<file path="src/rtl/ecc_chk_pkg.sv">
package ecc_chk_pkg;
  localparam int CODE_W        = 32;
  localparam int CHUNK_CODE_W  = 24;
  localparam int CHUNK_LOG2    = 8;
  localparam int PAGE_POS_W    = 12;
  localparam int BIT_W         = 4;
  localparam int ONES_W        = 6;
  localparam int CHUNK_FIX_ONES = 11;
  localparam int PAGE_FIX_ONES  = 15;

  typedef enum logic [1:0] {
    ST_CLEAN    = 2'd0,
    ST_FIXED    = 2'd1,
    ST_CODE_BAD = 2'd2,
    ST_MULTI    = 2'd3
  } chk_status_e;

  // Set bits of the syndrome; upper code byte excluded in chunk mode.
  function automatic logic [ONES_W-1:0] count_ones(input logic [CODE_W-1:0] syn,
                                                   input logic page_mode);
    logic [ONES_W-1:0] n;
    n = '0;
    for (int i = 0; i < CODE_W; i++) begin
      if (page_mode || (i < CHUNK_CODE_W)) n = n + ONES_W'(syn[i]);
    end
    return n;
  endfunction

  function automatic logic [ONES_W-1:0] fix_target(input logic page_mode);
    return page_mode ? ONES_W'(PAGE_FIX_ONES) : ONES_W'(CHUNK_FIX_ONES);
  endfunction

  function automatic chk_status_e classify(input logic [ONES_W-1:0] ones,
                                           input logic page_mode);
    if (ones == '0)                        return ST_CLEAN;
    else if (ones == fix_target(page_mode)) return ST_FIXED;
    else if (ones == ONES_W'(1))           return ST_CODE_BAD;
    else                                   return ST_MULTI;
  endfunction

  // Relative byte index of the failing bit.
  function automatic logic [PAGE_POS_W-1:0] rel_byte(input logic [CODE_W-1:0] syn,
                                                     input logic page_mode);
    if (page_mode) return {syn[15:8], syn[7:4]};
    else           return {4'b0000, syn[10:8], syn[7:3]};
  endfunction

  function automatic logic [BIT_W-1:0] rel_bit(input logic [CODE_W-1:0] syn,
                                               input logic page_mode);
    if (page_mode) return syn[3:0];
    else           return {1'b0, syn[2:0]};
  endfunction
endpackage

</file>
<file path="src/rtl/ecc_seq.sv">
module ecc_seq
  import ecc_chk_pkg::*;
#(
  parameter int CNT_W  = 5,
  parameter int IDX_W  = 4,
  parameter int ADDR_W = 12
) (
  input  logic                clk,
  input  logic                rst_n,
  input  logic                start,
  input  logic                page_mode,
  input  logic [CNT_W-1:0]    chunk_count,
  input  logic                code_valid,
  input  logic                s1_valid,
  input  logic [ONES_W-1:0]   s1_ones,
  input  logic [IDX_W-1:0]    s1_idx,
  input  chk_status_e         cls,
  input  logic [ADDR_W-1:0]   pos_abs,
  input  logic [BIT_W-1:0]    pos_bit,
  output logic                take,
  output logic [IDX_W-1:0]    take_idx,
  output logic                run_page,
  output logic                active,
  output logic                flip_valid,
  output logic [ADDR_W-1:0]   flip_byte,
  output logic [BIT_W-1:0]    flip_bit,
  output logic [1:0]          status,
  output logic                done
);
  logic [CNT_W-1:0] total;
  logic [CNT_W-1:0] acc_cnt;
  chk_status_e      sticky;
  chk_status_e      merged;
  logic             abort_now;
  logic             last_now;
  logic             finish_now;

  assign abort_now  = s1_valid && (cls == ST_CODE_BAD || cls == ST_MULTI);
  assign last_now   = s1_valid && ((CNT_W'(s1_idx) + CNT_W'(1)) == total);
  assign finish_now = active && !start && (abort_now || last_now);
  assign take       = active && !start && code_valid && (acc_cnt < total) && !abort_now;
  assign take_idx   = acc_cnt[IDX_W-1:0];

  always_comb begin
    if (abort_now)                        merged = cls;
    else if (s1_valid && cls == ST_FIXED) merged = ST_FIXED;
    else                                  merged = sticky;
  end

  always_ff @(posedge clk or negedge rst_n) begin
    if (!rst_n) begin
      active     <= 1'b0;
      run_page   <= 1'b0;
      total      <= '0;
      acc_cnt    <= '0;
      sticky     <= ST_CLEAN;
      status     <= 2'd0;
      done       <= 1'b0;
      flip_valid <= 1'b0;
      flip_byte  <= '0;
      flip_bit   <= '0;
    end else if (start) begin
      active     <= (chunk_count != '0);
      run_page   <= page_mode;
      total      <= chunk_count;
      acc_cnt    <= '0;
      sticky     <= ST_CLEAN;
      status     <= 2'd0;
      done       <= (chunk_count == '0);
      flip_valid <= 1'b0;
    end else begin
      if (take) acc_cnt <= acc_cnt + CNT_W'(1);
      flip_valid <= active && s1_valid && (cls == ST_FIXED);
      if (s1_valid) begin
        flip_byte <= pos_abs;
        flip_bit  <= pos_bit;
      end
      if (active && s1_valid) sticky <= merged;
      done <= finish_now;
      if (finish_now) begin
        active <= 1'b0;
        status <= merged;
      end
    end
  end

  // A flip request only follows a syndrome of the correctable weight
  assert_flip_weight_R2: assert property (@(posedge clk) disable iff (!rst_n)
    flip_valid |-> ($past(s1_ones) == fix_target(run_page)));

  // Done is a single-cycle pulse unless a new run restarts it
  assert_done_pulse_R8: assert property (@(posedge clk) disable iff (!rst_n)
    done |=> (!done || $past(start)));

  // Status only moves with done or a start
  assert_status_hold_R6: assert property (@(posedge clk) disable iff (!rst_n)
    (!done && !$past(start)) |-> $stable(status));

  // Never more codes accepted than requested
  assert_accept_bound_R9: assert property (@(posedge clk) disable iff (!rst_n)
    acc_cnt <= total);
endmodule

</file>
<file path="config.mk">
export PLATFORM = sky130hd
export DESIGN_NAME = ecc_seq
export DESIGN_NICKNAME = d
export VERILOG_FILES = /design/src/rtl/ecc_chk_pkg.sv /design/src/rtl/ecc_seq.sv
export SDC_FILE = /design/constraint.sdc
export NUM_CORES = 1
export LEC_CHECK = 0
export CORE_MARGIN = 4
export CORE_UTILIZATION = 61
export CTS_CLUSTER_SIZE = 8
export DETAILED_ROUTE_END_ITERATION = 10
export DONT_BUFFER_PORTS = 1
export PLACE_DENSITY = 0.79
export SYNTH_ARGS = -nofsm -noshare
export SYNTH_HDL_FRONTEND = slang
export SYNTH_SLANG_ARGS = --single-unit
</file>
<file path="constraint.sdc">
create_clock -name clk -period 2.3 [get_ports clk]
set_input_delay 0.575 -clock clk [delete_from_list [all_inputs] [get_ports clk]]
set_output_delay 0.575 -clock clk [all_outputs]
set_load 0.1 [all_outputs]
</file>
Yosys cells after proc, flatten, opt, wreduce, memory -nomap -nowiden
Cells that the tools add are included.
{"block": "word_totals", "regBits": 34, "inputBits": 39, "out_inout_bits": 27, "elab_cells": 50}
{"block": "op_classes", "n_addsub": 2, "order_cmp": 1, "n_eq_ne": 4, "muxes": 12, "bitwise": 1, "reduce_logical": 20}
{"op": "two-way mux 2 bit", "n": 6}
{"op": "logical AND 1 bit", "n": 10}
{"op": "two-way mux 5 bit", "n": 2}
{"op": "nonzero test 2 bit", "n": 3}
{"op": "adder 4 x 1 -> 5 bit (second input constant)", "n": 1}
{"op": "adder 5 x 1 -> 5 bit (second input constant)", "n": 1}
{"op": "== test 5 bit", "n": 1}
{"op": "zero test 5 bit", "n": 1}
{"op": "less-than comparator 5 bit", "n": 1}
{"op": "nonzero test 5 bit", "n": 1}
{"op": "== test 2 bit (second input constant)", "n": 2}
{"op": "two-way mux 1 bit", "n": 4}
{"op": "== test 2 x 1 -> 1 bit (second input constant)", "n": 1}
{"op": "zero test 1 bit", "n": 2}
{"op": "logical OR 1 bit", "n": 2}
{"op": "AND reduction 2 bit", "n": 1}
{"op": "NOT 1 bit", "n": 1}

Depth between registers and ports, before layout
Gate-level depths: netlist of run 1.
{"block": "depth", "depth_word": 7, "mapped_depth": 7, "mapped_depth_nobuf": 7}

Least setup slack after synthesis of run 1
Ideal clock, no wire load.
{"block": "synth_path", "path_kind": "register to register", "startpoint": "register active", "endpoint": "register acc_cnt[4]", "setup_time_ps": 127, "arrival_time_ps": 2992, "t_required_ps": 2173, "setup_slack_ps": -820, "path_stages_with_launch": 6, "n_path_buf": 0, "period_less_slack_ps": 3120, "cell_sequence": "dfrtp_1 or2b_4 and4bb_1 o21a_1 and4_1 mux2_1"}
{"block": "synth_between", "elab_chain_len": 5}
{"element": "start, declared", "line_no": "ecc_seq.sv:23", "source": "output logic active,"}
{"element": "start signal, assigned", "line_no": "ecc_seq.sv:63", "source": "active <= (chunk_count != '0);"}
{"element": "logical AND 1 bit (4 in series)", "line_no": "ecc_seq.sv:41", "source": "assign take = active && !start && code_valid && (acc_cnt < total) && !abort_now;"}
{"element": "net take", "line_no": "ecc_seq.sv:20", "source": "output logic take,"}
{"element": "nonzero test 2 bit (no line)"}
{"element": "end signal, assigned", "line_no": "ecc_seq.sv:72", "source": "if (take) acc_cnt <= acc_cnt + CNT_W'(1);"}
{"element": "end, declared", "line_no": "ecc_seq.sv:31", "source": "logic [CNT_W-1:0] acc_cnt;"}
The timed path passes the listed nets, and every way through them passes these cells.
A chain may end at the register's enable or synchronous reset.

Worst setup path in the final report of run 1
{"block": "layout_path", "startpoint": "register total[2]", "endpoint": "output port take"}
{"block": "layout_between", "elab_chain_len": 3}
{"element": "start, declared", "line_no": "ecc_seq.sv:30", "source": "logic [CNT_W-1:0] total;"}
{"element": "start signal, assigned", "line_no": "ecc_seq.sv:65", "source": "total <= chunk_count;"}
{"element": "less-than comparator 5 bit", "line_no": "ecc_seq.sv:41"}
{"element": "logical AND 1 bit (2 in series)", "line_no": "ecc_seq.sv:41"}
{"element": "end, declared", "line_no": "ecc_seq.sv:20"}
Every way passes these cells.

==> reports/results.tsv, run 1 <==
stage	metric	value	unit
synthesis	netlist_area	1680	um^2
cells_and_area	finalNetCount	200	
clocking	tritoncts	built	
die	initial_utilization	66.1	%
timing	relSlewSlack	38.8	%
place	place.gp.congestion	0.780	
clocking	cts_made_buffers	5	
drt	drt-pass1-iter-count	4	
outcome	status	finished clean	
worst_setup_path	cp_top_family	compound AO/OA/AOI/OAI gates	
worst_setup_path	crit_end	take	
synthesis	synth.area.top_cells	dfrtp_1 (51%), mux2_2 (12%), ha_1 (4.5%)	
synthesis	yosysTopAreaCellShare	50.6	%
power	p_leak	0.877	nW
worst_setup_path	reg2regPathDepth	6	
worst_setup_path	path_depth	6	
timing	hold_violations	0	
clocking	clk_latency	320	ps
die	top_level_ports	66	
timing	setup_tns	0	ps
worst_setup_path	slowest_stage	dfrtp_1	
synthesis	synth_edf_count	0	
synthesis	synth_common_cells	dfrtp_1 (34), mux2_2 (18), nand2_1 (12), nor2_1 (9), ha_1 (6)	
synthesis	yosysMostFrequentCell	dfrtp_1	
clocking	clock_sinks	34	
worst_hold_path	hp-class	in -> async	
timing	fin_crit	2290	ps
global_routing	grt_pass1_wl	5550	um
drt	vias	1081	
drt	drtIter0Drc	39	
synthesis	avgSynthCellArea	11.9	um^2
power	ir_worst_vdd	0.822	mV
die	rows	18	
worst_setup_path	start_kind	register	
cells_and_area	finalInstanceArea	1940	um^2
worst_setup_path	worstReg2RegStart	total[4]$_DFFE_PN0P_	
worst_setup_path	max_stage_delay	410	ps
worst_setup_path	crit_path_cell_trace	inv_2 > ha_4 > a21o_1 > a31oi_4 > o21a_4 > buf_12	
cells_and_area	area_growth	15.4	%
global_routing	grt_max_degree	35	
global_routing	antenna_found_initial	0	
synthesis	async_flop_share	100	%
die	die_y	60.5	um
synthesis	synth_warnings	0	
drt	via_per_inst	5.81	
place	port_buffers	0	
die	die_x	60.5	um
clocking	cts-root-buf	clkbuf_4	
timing	setup_viol	0	
die	coreArea	2540	um^2
synthesis	syn-num-nets	186	
worst_setup_path	crit_start	total[2]$_DFFE_PN0P_	
place	dp_hpwl	2470	um
synthesis	synth_top_area_cell	dfrtp_1	
drt	wirelength	3470	um
power	p_total	0.00168	W
worst_setup_path	reg2reg_slack	410	ps
worst_setup_path	r2r_end	status[1]$_DFFE_PN0P_	
clocking	path_clk_slew	100	ps
synthesis	synth.distinct_cells	40	
synthesis	synthCells	141	
synthesis	ys_ff_latch	34	
drt	ant_nets	0	
cells_and_area	drive_above_1_share	35.3	%
cells_and_area	antennaDiodeCount	0	
drt	routedWlPerCell	18.6	um
place	dpl_cell_area	1780	um^2
clocking	cts_buffer_depth	2	
clocking	h-tree-depth	2	
timing	period_share	99.7	%
global_routing	grt-ovfl-total	0	
timing	rsz0062_at_grt	true	
timing	skew	3.08	ps
global_routing	gr-usage-all-layers	20.5	%
drt	drc_errors	0	
synthesis	yosysSeqAreaShare	50.6	%
timing	slew_violations	0	
die	design.die.area	3660	um^2
worst_setup_path	critPathBufInv	2	
worst_setup_path	cp.required	1730	ps
worst_setup_path	cp-end-kind	output port	
worst_setup_path	path_class	reg -> out	
worst_setup_path	worstPathMaxFanout	4	
timing	tightest_slew	917	ps
power	power_density	866	nW/um^2
timing	fmax	0.436	GHz
run	maxCapViolCount	0	
worst_setup_path	crit_arrival	1720	ps
synthesis	synth_ff_type	dfrtp_1	
global_routing	grt_pass1_vias	1277	
## cells by family after synthesis
kind of cell    synth area share [%]
flops                           50.6
simple gates                    14.1
fa+ha+maj                       4.46
compound gates                  8.78
xor+xnor                        3.65
mux                             14.5
buf+inv                         3.87
## layer usage
layer | vias to the layer above | global-route usage (%) | share of wire (%)
met2 | 46 | 37.7 | 51
li1 | 519 | - | -
met4 | 0 | 6.19 | 0.89
met5 | - | 0 | 0
met3 | 6 | 7.87 | 9.8
met1 | 510 | 21.9 | 38
## where the power goes
group,leakage [nW],switching (W),internal [W]
Combinational,0.413,0.000152,0.000110
Sequential,0.420,0.000371,0.000652
Clock,0.0446,0.000187,0.000209
Total,0.877,0.000710,0.000971
## what timing repair did
item,CTS,global route
gates resized for setup,4,2
buffers inserted,2,1
hold endpoints to repair,34,0
hold buffers,1,0
endpoints found under the setup margin,1,1
pin swaps,2,0
## worst reg2reg max path, stage by stage, from the launching register on
cell and delay, ps:
dfrtp_1 400, buf_4 140, buf_4 130, o32a_4 380
a2111oi_4 430, nand3_1 130, nor3b_2 170
## cell type report
cell class | count | area [um^2]
fillers | 178 | 604
well taps | 30 | 37.5
flip-flops and latches | 34 | 855
clock buffers | 8 | 78.8
inverters | 5 | 18.8
multi-input cells | 94 | 813
repair buffers | 15 | 138
## state kept, by name, summed over array words and instances (netlist names), 2 cells and up
register,count
sticky,2
total,5
acc_cnt,5
status,2
flip_bit,4
flip_byte,12
## through the flow
stage / util (%) / hold slack [ps] / setup WS, ps / instances
after floorplan: - / 279 / 64.7 / 141
after global placement: 69.9 / 280 / 221 / 174
after detailed placement: 69.9 / 280 / 151 / 174
after CTS: 75.1 / 65.1 / 10.4 / 185
after global routing: 76.3 / 54.4 / -51.3 / 186
final: 76.3 / 66.2 / 7.73 / 186
## placed cells by master (no fill, tap or decap), types with 2 or more instances in the layout
| master | count |
|---|---|
| nand2_1 | 12 |
| mux2i_1 | 3 |
| mux2_2 | 18 |
| inv_1 | 3 |
| xnor2_1 | 5 |
| nand2b_1 | 4 |
| buf_4 | 13 |
| xor2_1 | 2 |
| inv_2 | 2 |
| nor3_1 | 2 |
| nand3_1 | 2 |
| dfrtp_1 | 33 |
| o21ai_0 | 4 |
| buf_12 | 2 |
| nor2_1 | 9 |
| nor2b_1 | 2 |
| ha_1 | 4 |
| nand3b_1 | 2 |
| ha_4 | 2 |
| clkbuf_8 | 3 |
| clkbuf_4 | 5 |
| o211ai_1 | 2 |
## worst min path at each step
stage	from	endpoint	slack [ps]	depth (start not counted)
floorplan	rst_n	acc_cnt[0]$_DFFE_PN0P_	280	0
global route	rst_n	acc_cnt[1]$_DFFE_PN0P_	50	1
global placement	rst_n	flip_byte[9]$_DFFE_PN0P_	280	0
detailed placement	rst_n	flip_byte[9]$_DFFE_PN0P_	280	0
finish	rst_n	acc_cnt[1]$_DFFE_PN0P_	70	1
CTS	rst_n	acc_cnt[1]$_DFFE_PN0P_	70	1
No activity file was read; power rests on OpenSTA's default activity.
==> inputs of run 2 (changes only) <==
--- a/config.mk
+++ b/config.mk
@@ -6,11 +6,12 @@
 export NUM_CORES = 1
 export LEC_CHECK = 0
 export CORE_MARGIN = 4
-export CORE_UTILIZATION = 61
+export CORE_UTILIZATION = 56
+export CTS_CLUSTER_DIAMETER = 50
 export CTS_CLUSTER_SIZE = 8
 export DETAILED_ROUTE_END_ITERATION = 10
 export DONT_BUFFER_PORTS = 1
-export PLACE_DENSITY = 0.79
+export PLACE_DENSITY = 0.76
 export SYNTH_ARGS = -nofsm -noshare
 export SYNTH_HDL_FRONTEND = slang
 export SYNTH_SLANG_ARGS = --single-unit
==> constraint.sdc (replaced) <==
create_clock -name clk -period 2 [get_ports clk]
set_input_delay 0.5 -clock clk [delete_from_list [all_inputs] [get_ports clk]]
set_output_delay 0.5 -clock clk [all_outputs]
set_load 0.1 [all_outputs]
==> run 2 against run 1 <==
Compared with the run above:
- the run now ends with setup timing left
- cell area grew 3.5%
- first-iteration DRC count shrank 21%
- register-to-register slack lost 250 ps
- worst hold slack gained 150 ps
- critical path depth shrank 1
- via count grew 3.8%
- power grew 26%
- count of clock-buffer cells in the layout shrank 2
- worst setup slack lost 210 ps
- sequential power grew 15%
- combinational power grew 16%
- clock power grew 63%
- critical endpoint unchanged
- highest routed layer unchanged
==> reports/results.tsv, run 2 (synthesized netlist as in run 1, its figures left out) <==
stage	metric	value	unit	change
worst_setup_path	cp-end-kind	output port		
die	die_y	62.8	um	+3.8%
cells_and_area	reg_top3	flip_byte (12), acc_cnt (5), total (5)		
timing	setup_viol	1		+1
drt	drt-pass1-iter-count	4		unchanged
cells_and_area	top_register	flip_byte		
clocking	cts-root-buf	clkbuf_4		
place	place_ws	-22.9	ps	-173 ps
drt	via_per_inst	5.84		+0.55%
place	port_buffers	0		unchanged
worst_setup_path	slowest_stage	dfrtp_1		
cells_and_area	final_cell_mix	dfrtp_1 (33), mux2_2 (18), buf_4 (17)		
global_routing	grt_pass1_wl	5730	um	+3.1%
drt	drtIter0Drc	31		-21%
power	ir_worst_vdd	0.799	mV	-2.7%
die	die_x	62.8	um	+3.8%
run	maxCapViolCount	0		unchanged
worst_setup_path	crit_path_cell_trace	ha_4 > nand2b_1 > and4bb_2 > o21a_4 > buf_12		
timing	rsz0062_at_grt	true		
worst_setup_path	start_kind	register		
worst_setup_path	critPathBufInv	1		-1
drt	routedWlPerCell	17.5	um	-6.2%
clocking	tritoncts	built		
cells_and_area	largest_reg_flops	12		unchanged
drt	vias	1122		+3.8%
power	p_leak	0.911	nW	+3.8%
power	power_density	1060	nW/um^2	+22%
clocking	clk_latency	330	ps	about the same
global_routing	grt_pass1_vias	1232		-3.5%
timing	worst_slack	-199	ps	-207 ps
cells_and_area	final_cell_count_no_fill	192		+3.2%
timing	hold_violations	0		unchanged
cells_and_area	area_growth	19.5	%	
global_routing	grt_max_degree	35		unchanged
clocking	h-tree-depth	2		unchanged
global_routing	antenna_found_initial	0		unchanged
timing	slew_violations	0		unchanged
clocking	cts_buffer_depth	2		unchanged
timing	relSlewSlack	39.6	%	+0.77 points
timing	fmax	0.455	GHz	
die	top_level_ports	66		unchanged
outcome	status	finished with violations		
drt	wirelength	3360	um	-3.2%
cells_and_area	drive_above_1_share	37.9	%	+2.6 points
drt	drc_errors	0		unchanged
worst_setup_path	path_class	reg -> out		
worst_setup_path	worstPathMaxFanout	4		unchanged
worst_setup_path	cp.required	1500	ps	-230 ps
timing	period_share	110	%	
timing	skew	6.52	ps	+3.44 ps
worst_hold_path	hp-class	in -> reg		
worst_setup_path	crit_arrival	1700	ps	-20 ps
timing	fin_crit	2200	ps	
worst_setup_path	cp_top_family	flip-flops		
drt	ant_nets	0		unchanged
clocking	clock_sinks	34		unchanged
timing	tightest_slew	906	ps	-11.5 ps
global_routing	gr-usage-all-layers	18.5	%	-2.1 points
worst_setup_path	max_stage_delay	440	ps	+30 ps
global_routing	grt-ovfl-total	0		unchanged
place	dp_hpwl	2410	um	-2.6%
cells_and_area	antennaDiodeCount	0		unchanged
cells_and_area	final_common_cell	dfrtp_1		
outcome	violations	setup timing		
die	rows	19		+1
die	initial_utilization	59.9	%	-6.1 points
die	design.die.area	3940	um^2	+7.7%
timing	fin_hold_ws	219	ps	+153 ps
clocking	path_clk_slew	100	ps	about the same
cells_and_area	finalNetCount	205		+2.5%
place	dp_cells	177		+1.7%
die	coreArea	2810	um^2	+10%
clocking	cts_made_buffers	5		unchanged
place	place.gp.congestion	0.813		+4.2%
==> run 2: cell count changes in the layout (fill, tap and decap cells not counted), sizes merged <==
cell         previous run  this run
bufinv                  0         2
clkbuf                  8         6
dlygate4sd3             0         1
buf                    15        19
==> run 2: worst reg2reg max path, delay by kind of cell, from the launching register on <==
kind            cells  cell delay (ps)
flops               1              400
buf+inv             2              270
simple gates        2              260
compound gates      2              820
==> run 2: area by class of cell <==
class,instances,area (um^2)
repair buffers,20,178
multi-input cells,94,808
inverters,5,18.8
clock buffers,6,51.3
flip-flops and latches,34,855
well taps,31,38.8
clock inverters,2,60.1
fillers,215,796
==> run 2: path summary, 6_finish.rpt <==
check / cells past startpoint / end / slack, ps / start
worst max-delay path: 5 / take / -200 / acc_cnt[4]$_DFFE_PN0P_
worst min-delay path: 1 / status[1]$_DFFE_PN0P_ / 220 / start
worst max register to register: 6 / status[1]$_DFFE_PN0P_ / 160 / total[4]$_DFFE_PN0P_
worst min register to register: 2 / sticky[0]$_DFFE_PN0P_ / 570 / sticky[0]$_DFFE_PN0P_
max in group asynchronous: 2 / active$_DFFE_PN0P_ / 1200 / rst_n
min in group asynchronous: 2 / flip_valid$_DFF_PN0_ / 610 / rst_n
==> run 2: power by group <==
group	internal [W]	total [W]	leakage (nW)	switching, W
logic	0.000131	0.000304	0.432	0.000172
clock network	0.000423	0.000646	0.0585	0.000222
registers	0.000750	0.00117	0.420	0.000423
total	0.00130	0.00212	0.911	0.000818
==> run 2: repair_timing <==
action / 4_1_cts / 5_1_grt
endpoints found under the setup margin: 1 / 1
buffers inserted: 3 / 2
hold buffers: 2 / 0
endpoints found under the hold margin: 34 / 0
resized for setup: 4 / 2
pin swaps: 3 / 0
==> run 2: through the flow <==
| stage | area, um^2 | setup TNS [ps] | util (%) | total power [W] |
|---|---|---|---|---|
| 5_1_grt | 2010 | -272 | 71.6 | 0.00222 |
| 3_5_place_dp | 1800 | -22.9 | 64.1 | 0.00145 |
| 4_1_cts | 1980 | -224 | 70.7 | 0.00214 |
| 2_1_floorplan | 1700 | -267 | - | 0.00140 |
| 3_3_place_gp | 1800 | 0 | 64.1 | 0.00144 |
| 6_report | 2010 | -199 | 71.6 | 0.00212 |
==> run 2: routing by layer <==
layer  up-vias  part of all wire (%)  GRT usage, %  routed length [um]
met3         5                   8.1          7.19                 273
met4         0                   1.4          7.44                  46
li1        532                     -             -                   -
met1       540                    37          18.8                1250
met5         -                     0             0                   0
met2        45                    53          33.4                1780
